File: src/rtl/poll_pkg.sv
package poll_pkg;
    localparam int OPC_W = 8;
    localparam logic [OPC_W-1:0] OPC_GCALL = 8'hC0;
    localparam logic [OPC_W-1:0] OPC_CMD   = 8'hC1;
    localparam logic [OPC_W-1:0] OPC_RSP   = 8'hC2;

    typedef enum logic [2:0] {
        ST_SCAN, ST_CMD_REQ, ST_CMD_WAIT, ST_RSP_REQ,
        ST_RSP_WAIT, ST_GC_REQ, ST_GC_WAIT, ST_IDLE
    } sched_state_e;
endpackage

File: src/rtl/poll_table.sv
module poll_table #(
    parameter int DEPTH      = 16,
    parameter int ADDR_W     = 7,
    parameter int MISS_LIMIT = 3,
    localparam int IDX_W     = $clog2(DEPTH),
    localparam int PTR_W     = IDX_W + 1,
    localparam int MISS_W    = $clog2(MISS_LIMIT + 1)
) (
    input  logic              clk,
    input  logic              rst_n,
    input  logic              add_valid,
    input  logic [ADDR_W-1:0] add_addr,
    input  logic              upd_we,
    input  logic [IDX_W-1:0]  upd_idx,
    input  logic              upd_fail,
    input  logic [PTR_W-1:0]  scan_from,
    output logic              found,
    output logic [IDX_W-1:0]  found_idx,
    input  logic [IDX_W-1:0]  rd_idx,
    output logic [ADDR_W-1:0] rd_addr,
    output logic              any_valid
);
    logic              valid_q [DEPTH];
    logic [ADDR_W-1:0] addr_q  [DEPTH];
    logic [MISS_W-1:0] miss_q  [DEPTH];
    logic              free_ok, dup;
    logic [IDX_W-1:0]  free_idx;
    logic              dup_pair;

    always_comb begin
        found     = 1'b0;
        found_idx = '0;
        free_ok   = 1'b0;
        free_idx  = '0;
        dup       = 1'b0;
        any_valid = 1'b0;
        for (int i = 0; i < DEPTH; i++) begin
            if (!found && valid_q[i] && (PTR_W'(i) >= scan_from)) begin
                found     = 1'b1;
                found_idx = IDX_W'(i);
            end
            if (!free_ok && !valid_q[i]) begin
                free_ok  = 1'b1;
                free_idx = IDX_W'(i);
            end
            if (valid_q[i] && addr_q[i] == add_addr) dup = 1'b1;
            if (valid_q[i]) any_valid = 1'b1;
        end
    end

    assign rd_addr = addr_q[rd_idx];

    for (genvar g = 0; g < DEPTH; g++) begin : g_entry
        always_ff @(posedge clk) begin
            if (!rst_n) begin
                valid_q[g] <= 1'b0;
                addr_q[g]  <= '0;
                miss_q[g]  <= '0;
            end else if (upd_we && upd_idx == IDX_W'(g) && valid_q[g]) begin
                if (!upd_fail) begin
                    miss_q[g] <= '0;
                end else if (miss_q[g] == MISS_W'(MISS_LIMIT - 1)) begin
                    valid_q[g] <= 1'b0;
                    miss_q[g]  <= '0;
                end else begin
                    miss_q[g] <= miss_q[g] + 1'b1;
                end
            end else if (add_valid && free_ok && !dup && free_idx == IDX_W'(g)) begin
                valid_q[g] <= 1'b1;
                addr_q[g]  <= add_addr;
                miss_q[g]  <= '0;
            end
        end


        drop_after_miss_chk: assert property (@(posedge clk) disable iff (!rst_n)
            $fell(valid_q[g]) |-> $past(upd_we && upd_fail && upd_idx == IDX_W'(g)));
    end

    always_comb begin
        dup_pair = 1'b0;
        for (int a = 0; a < DEPTH; a++)
            for (int b = a + 1; b < DEPTH; b++)
                if (valid_q[a] && valid_q[b] && addr_q[a] == addr_q[b]) dup_pair = 1'b1;
    end


    no_dup_chk: assert property (@(posedge clk) disable iff (!rst_n) !dup_pair);
endmodule

File: src/rtl/idle_timer.sv
module idle_timer #(
    parameter int IDLE_W = 16
) (
    input  logic              clk,
    input  logic              rst_n,
    input  logic              run,
    input  logic [IDLE_W-1:0] limit,
    output logic              expired
);
    logic [IDLE_W-1:0] cnt_q;

    always_ff @(posedge clk) begin
        if (!rst_n || !run) cnt_q <= '0;
        else if (cnt_q != limit) cnt_q <= cnt_q + 1'b1;
    end

    assign expired = run && (cnt_q == limit);
endmodule

File: src/rtl/poll_sched.sv
module poll_sched
    import poll_pkg::*;
#(
    parameter int DEPTH      = 16,
    parameter int ADDR_W     = 7,
    parameter int MISS_LIMIT = 3,
    parameter int IDLE_W     = 16,
    localparam int IDX_W     = $clog2(DEPTH),
    localparam int PTR_W     = IDX_W + 1
) (
    input  logic              clk,
    input  logic              rst_n,
    input  logic [IDLE_W-1:0] idle_gap,
    input  logic              add_valid,
    input  logic [ADDR_W-1:0] add_addr,
    input  logic              txn_done,
    input  logic              txn_fail,
    output logic              req_start,
    output logic [ADDR_W-1:0] req_addr,
    output logic              req_rnw,
    output logic [OPC_W-1:0]  req_opcode,
    output logic              busy
);
    sched_state_e     state_q, state_d;
    logic [IDX_W-1:0] cur_q, cur_d;
    logic [PTR_W-1:0] ptr_q, ptr_d;
    logic             found, any_valid, expired;
    logic [IDX_W-1:0] found_idx;
    logic [ADDR_W-1:0] rd_addr;
    logic             upd_we;
    logic             in_gc, in_rsp;

    poll_table #(.DEPTH(DEPTH), .ADDR_W(ADDR_W), .MISS_LIMIT(MISS_LIMIT)) u_table (
        .clk(clk), .rst_n(rst_n),
        .add_valid(add_valid), .add_addr(add_addr),
        .upd_we(upd_we), .upd_idx(cur_q), .upd_fail(txn_fail),
        .scan_from(ptr_q), .found(found), .found_idx(found_idx),
        .rd_idx(cur_q), .rd_addr(rd_addr), .any_valid(any_valid)
    );

    idle_timer #(.IDLE_W(IDLE_W)) u_timer (
        .clk(clk), .rst_n(rst_n), .run(state_q == ST_IDLE),
        .limit(idle_gap), .expired(expired)
    );

    always_ff @(posedge clk) begin
        if (!rst_n) begin
            state_q <= ST_SCAN;
            cur_q   <= '0;
            ptr_q   <= '0;
        end else begin
            state_q <= state_d;
            cur_q   <= cur_d;
            ptr_q   <= ptr_d;
        end
    end

    always_comb begin
        state_d = state_q;
        cur_d   = cur_q;
        ptr_d   = ptr_q;
        unique case (state_q)
            ST_SCAN: begin
                if (found) begin
                    cur_d   = found_idx;
                    state_d = ST_CMD_REQ;
                end else begin
                    state_d = ST_GC_REQ;
                end
            end
            ST_CMD_REQ:  state_d = ST_CMD_WAIT;
            ST_CMD_WAIT: begin
                if (txn_done && txn_fail) begin
                    ptr_d   = PTR_W'(cur_q) + 1'b1;
                    state_d = ST_SCAN;
                end else if (txn_done) begin
                    state_d = ST_RSP_REQ;
                end
            end
            ST_RSP_REQ:  state_d = ST_RSP_WAIT;
            ST_RSP_WAIT: begin
                if (txn_done) begin
                    ptr_d   = PTR_W'(cur_q) + 1'b1;
                    state_d = ST_SCAN;
                end
            end
            ST_GC_REQ:   state_d = ST_GC_WAIT;
            ST_GC_WAIT: begin
                if (txn_done) begin
                    ptr_d   = '0;
                    state_d = any_valid ? ST_SCAN : ST_IDLE;
                end
            end
            ST_IDLE: if (expired) state_d = ST_GC_REQ;
            default: state_d = ST_SCAN;
        endcase
    end

    always_comb begin
        in_gc      = (state_q == ST_GC_REQ) || (state_q == ST_GC_WAIT);
        in_rsp     = (state_q == ST_RSP_REQ) || (state_q == ST_RSP_WAIT);
        req_start  = (state_q == ST_CMD_REQ) || (state_q == ST_RSP_REQ) || (state_q == ST_GC_REQ);
        busy       = req_start || (state_q == ST_CMD_WAIT) || (state_q == ST_RSP_WAIT)
                     || (state_q == ST_GC_WAIT);
        req_addr   = in_gc ? '0 : rd_addr;
        req_rnw    = in_rsp;
        req_opcode = in_gc ? OPC_GCALL : (in_rsp ? OPC_RSP : OPC_CMD);
        upd_we     = txn_done && (((state_q == ST_CMD_WAIT) && txn_fail) || (state_q == ST_RSP_WAIT));
    end

    logic              pend_q, wr_ok_q;
    logic [ADDR_W-1:0] wr_addr_q;

    always_ff @(posedge clk) begin
        if (!rst_n) begin
            pend_q    <= 1'b0;
            wr_ok_q   <= 1'b0;
            wr_addr_q <= '0;
        end else begin
            if (req_start) pend_q <= 1'b1;
            else if (txn_done) pend_q <= 1'b0;
            if (req_start) wr_ok_q <= 1'b0;
            else if (txn_done && !txn_fail && state_q == ST_CMD_WAIT) wr_ok_q <= 1'b1;
            if (req_start && !req_rnw) wr_addr_q <= req_addr;
        end
    end


    one_outstanding_chk: assert property (@(posedge clk) disable iff (!rst_n)
        req_start |-> !pend_q);


    rd_after_wr_chk: assert property (@(posedge clk) disable iff (!rst_n)
        (req_start && req_rnw) |-> (wr_ok_q && req_addr == wr_addr_q));
endmodule

File: config.mk
export PLATFORM = sky130hd
export DESIGN_NAME = poll_sched
export DESIGN_NICKNAME = d
export VERILOG_FILES = /design/src/rtl/poll_pkg.sv /design/src/rtl/poll_table.sv /design/src/rtl/idle_timer.sv /design/src/rtl/poll_sched.sv
export SDC_FILE = /design/constraint.sdc
export NUM_CORES = 1
export LEC_CHECK = 0
export BUFFER_PORTS_ARGS = -buffer_cell sky130_fd_sc_hd__buf_2
export CELL_PAD_IN_SITES_DETAIL_PLACEMENT = 1
export CELL_PAD_IN_SITES_GLOBAL_PLACEMENT = 1
export CORE_MARGIN = 8
export CORE_UTILIZATION = 46
export CTS_BUF_LIST = sky130_fd_sc_hd__clkbuf_4
export DETAILED_ROUTE_END_ITERATION = 7
export PLACE_DENSITY = 0.89
export SLEW_MARGIN = 20
export SYNTH_ARGS = -nofsm -noshare
export SYNTH_HDL_FRONTEND = slang
export SYNTH_HIERARCHICAL = 1
export SYNTH_SLANG_ARGS = --single-unit
File: constraint.sdc
create_clock -name clk -period 3.4 [get_ports clk]
set_input_delay 1.02 -clock clk [delete_from_list [all_inputs] [get_ports clk]]
set_output_delay 1.02 -clock clk [all_outputs]
set_load 0.01 [all_outputs]
==> run summary <==
Of all nets on the critical path, the largest fanout is 6. The synthesized netlist cell count was 1244. The endpoint required time on the critical path was 2.38 ns; the maximum resistive drop on vdd was 0.000187 V.

Detailed placement ended at an HPWL of 34300 um. The time the final worst path needs with I/O delays and setup works out to 3.68 ns. The final critical path takes up 108% of the cycle. The congestion estimate from routability-driven global placement came to 0.943. The DRC marker count from the first detailed-route iteration is 1985. Timing would allow up to 0.272 GHz.

TritonCTS built the clock tree. The tools report the via count of the first global-routing pass as 11.8k. The critical path endpoint was req_addr[1]. Most frequent standard cell in the layout excluding fill and tap cells: sky130_fd_sc_hd__edfxtp_1. For the share of power burned in the clock network, the log shows 24.1%. The worst hold path belongs to the class register to register. In this run the critical register-to-register path is launched from u_table/valid_q[1][1]. Setup repair after global routing could not meet its margin everywhere. Counting flops with a built-in enable in the synthesized netlist gives 159.

Final hold analysis gives a worst-case slack of 0.513 ns. The worst hold path was traced through 2 stages. The worst setup path is launched from a register.

Dividing the detail-routed wire length by the instance count gives 28.6 um. The area of the die came out at 32200 sq um. Yosys attributes the largest share of cell area to sky130_fd_sc_hd__edfxtp_1 39%, sky130_fd_sc_hd__xnor2_1 7.8%, sky130_fd_sc_hd__mux4_2 6.4%. The number of hold-repair buffers added at the cts stage is 0.

The final-report max-slew violation count was 0; the clock network latency to the later pin of the worst-skew pair was 0.63 ns. The worst pin sits at a relative slew slack of 44.0%. For the final wirelength, the log shows 46900 um. In this run the register-to-register setup slack is 0.06 ns.

The smallest setup slack after layout came out at -0.283 ns. The flow ran to the end, but the final reports show violations. The library cells used most frequently in the layout, excluding fill and tap cells, are 159 x sky130_fd_sc_hd__edfxtp_1, 119 x sky130_fd_sc_hd__nor4_1, 109 x sky130_fd_sc_hd__xnor2_1, 97 x sky130_fd_sc_hd__nand3_1, 91 x sky130_fd_sc_hd__buf_4. In the synthesized netlist the async set-or-reset flop fraction comes to 0%. The number of logic stages on the critical path including buffering is 5.

The tools report the buffer cell driving the clock tree root as sky130_fd_sc_hd__clkbuf_4. Cells with a size suffix above 1 make up 17.9% of the layout. The ratio of routed vias to standard cells came out at 7.03. The signal on the critical path passes through buf_6 -> mux4_2 -> mux4_2 -> and2_4 -> buf_6. The vertical extent of the die is 179 um. The critical register-to-register path endpoint was u_table/addr_q[13][4]. The power per standard cell area works out to 388 nW/um^2.

Global routing used 28.4% of the available tracks. Number of storage elements in the synthesis netlist: 188. The beginning of the critical path was cur_q[0]. Internal power comes to 0.00349 W.

Once layout is complete, the utilization of the core stands at 51.4%. The number of buffers created by CTS was 17. The total vias in the final route was 11.5k; the number of distinct library cells after synthesis was 66. The checks that failed: negative setup slack.

The run gives 1 as the number of antenna violations at the first check in global routing. The sum of internal, switching and leakage power came out at 0.00530 W. The slew at the pin closest to its max-slew limit was 0.832 ns; the number of antenna-violating nets in the routed design was 0. Largest net degree at the start of global routing: 44.

The pre-antenna-repair detailed-routing pass consisted of 6 iterations. The clock drives 188 sinks. The largest total area in the synthesized netlist belongs to sky130_fd_sc_hd__edfxtp_1. Port buffering added 39 buffers. The initialized floorplan defines 60 standard-cell rows. After routing the design area is 13600 sq um. The number of setup violations in the final report was 7. The worst setup path is of the register to output port kind. The tools report the number of top-level pins as 46. In this run the deepest clock path goes through 2 buffers. The die is 179 um wide.

Net switching is 34.1% of the power. For the post-synth design cell area, the log shows 12300 sq um. The remaining design rule violation count is 0.

STA puts the critical path data arrival time at 2.66 ns. The run gives 43.6% as the sequential area share after synthesis. During synthesis, Yosys emitted a total of 6 warnings. The maximum cell stage delay along the critical path is 0.58 ns, and the first-pass GRT wire length is 71900 um. Relative to the synthesized area, the layout overhead comes to 11.1%. For the static leakage, the log shows 4.46 nW. The number of hold-slack violations in the final timing report was 0. The net switching power was 0.00180 W; the per-instance average area after synthesis was 9.87 sq um. The number of buffers and inverters on the critical path is 2. The H-tree generated during clock tree synthesis spans 4 levels. The cell depth of the worst flop-to-flop path was 6. The worst setup path is captured at an output port. For the count of nets after finishing, the log shows 1332. Global routing finished with a remaining overflow of 0.

In this run, the combinational gates consume 24.2% of the power. Summed over all failing endpoints, the final setup total negative slack is -1.75 ns. The share of synthesized area in the top cell type comes to 38.9%. The main flop type after synthesis is sky130_fd_sc_hd__edfxtp_1.

The logs give 51.7% for the share of power burned in registers and 13300 sq um for the total cell area at the placement stage. The total area inside the core boundary comes to 26600 sq um. For this design, the slowest cell found on the critical path is sky130_fd_sc_hd__mux4_2.

The initial utilization of the core area, before any placement, comes to 46.2%. The kind of cell with the highest combined delay along the critical path is multiplexers. Across the run, the number of max-cap violations was 0.

Across the routed clock network, the largest skew measured is 0.0308 ns. The clock edge transition at the registers on the reported setup and hold paths came out at 0.17 ns.
-- registers in the layout (all words and copies together), names as in the netlist --
name	flops
u_table/addr_q	112
u_table/miss_q	32
u_table/valid_q	16
u_timer/cnt_q	16
ptr_q	5
cur_q	4
state_q	3
-- cells by family after synthesis --
group	after synthesis	synth area share (%)
buf+inv	168	6.40
compound gates	150	7.58
xor+xnor	132	9.41
flops	188	43.6
fa+ha+maj	18	1.83
simple gates	545	24.2
mux	41	6.92
other cells	2	0.0611
-- tightest hold or removal path, delay by kind of cell, from the launching register on --
kind             cells  cell delay (ns)
AO/OA/AOI/OAI        1             0.06
AND/OR/NAND/NOR      1             0.07
flip-flops           1             0.37
-- synth_stat cells, types with 24 or more instances --
library cell / n
sky130_fd_sc_hd__buf_2: 28
sky130_fd_sc_hd__clkbuf_1: 60
sky130_fd_sc_hd__o21ai_0: 63
sky130_fd_sc_hd__inv_1: 39
sky130_fd_sc_hd__nor2_1: 68
sky130_fd_sc_hd__dfxtp_1: 29
sky130_fd_sc_hd__a21oi_1: 24
sky130_fd_sc_hd__buf_4: 25
sky130_fd_sc_hd__nand4_1: 53
sky130_fd_sc_hd__xnor2_1: 109
sky130_fd_sc_hd__nor4_1: 120
sky130_fd_sc_hd__nand3_1: 97
sky130_fd_sc_hd__mux4_2: 35
sky130_fd_sc_hd__nand2_1: 70
sky130_fd_sc_hd__nor3_1: 53
sky130_fd_sc_hd__edfxtp_1: 159
-- how the worst min path moves through the flow --
stage / start / end / slack [ns]
finish: u_timer/cnt_q[15] / u_timer/cnt_q[15] / 0.51
global route: u_timer/cnt_q[15] / u_timer/cnt_q[15] / 0.52
CTS: u_timer/cnt_q[15] / u_timer/cnt_q[15] / 0.52
detailed placement: u_timer/cnt_q[15] / u_timer/cnt_q[15] / 0.50
global placement: u_timer/cnt_q[15] / u_timer/cnt_q[15] / 0.46
floorplan: u_timer/cnt_q[15] / u_timer/cnt_q[15] / 0.45
-- metal layers --
layer / global-route usage, % / wire [um] / vias up
met4: 18.4 / 3420 / 0
met2: 45.4 / 21800 / 937
li1: - / - / 4754
met1: 34.6 / 16400 / 5578
met5: 0 / 0 / -
met3: 6.07 / 5220 / 263
-- power by group through the flow --
stage                     combinational, W  clock [W]  sequential [W]
final                              0.00128    0.00128         0.00274
after global routing               0.00134    0.00137         0.00274
after CTS                          0.00122    0.00129         0.00272
after detailed placement           0.00118          0         0.00278
after global placement             0.00111          0         0.00276
after floorplan                   0.000800          0         0.00269
-- metrics by stage --
stage	instances	worst slack, ns
floorplan	1248	-0.0846
global placement	1605	-0.328
detailed placement	1605	-0.328
CTS	1639	-0.240
global route	1641	-0.322
finish	1641	-0.283
-- layout make-up --
| cell class | count | area, sq um |
|---|---|---|
| Timing Repair Buffer | 148 | 1250 |
| Tap cell | 341 | 427 |
| Fill cell | 2939 | 12900 |
| Clock buffer | 18 | 135 |
| Sequential cell | 188 | 5360 |
| Antenna cell | 1 | 2.50 |
| Multi-Input combinational cell | 892 | 6170 |
| Inverter | 39 | 146 |
| Clock inverter | 14 | 154 |
-- what timing repair did --
item                                    in CTS  in global routing
gates resized for setup                      6                  7
endpoints found under the setup margin       7                  8
buffers inserted                             1                  0
cloned                                       1                  1
No activity file was read; power rests on OpenSTA's default activity.
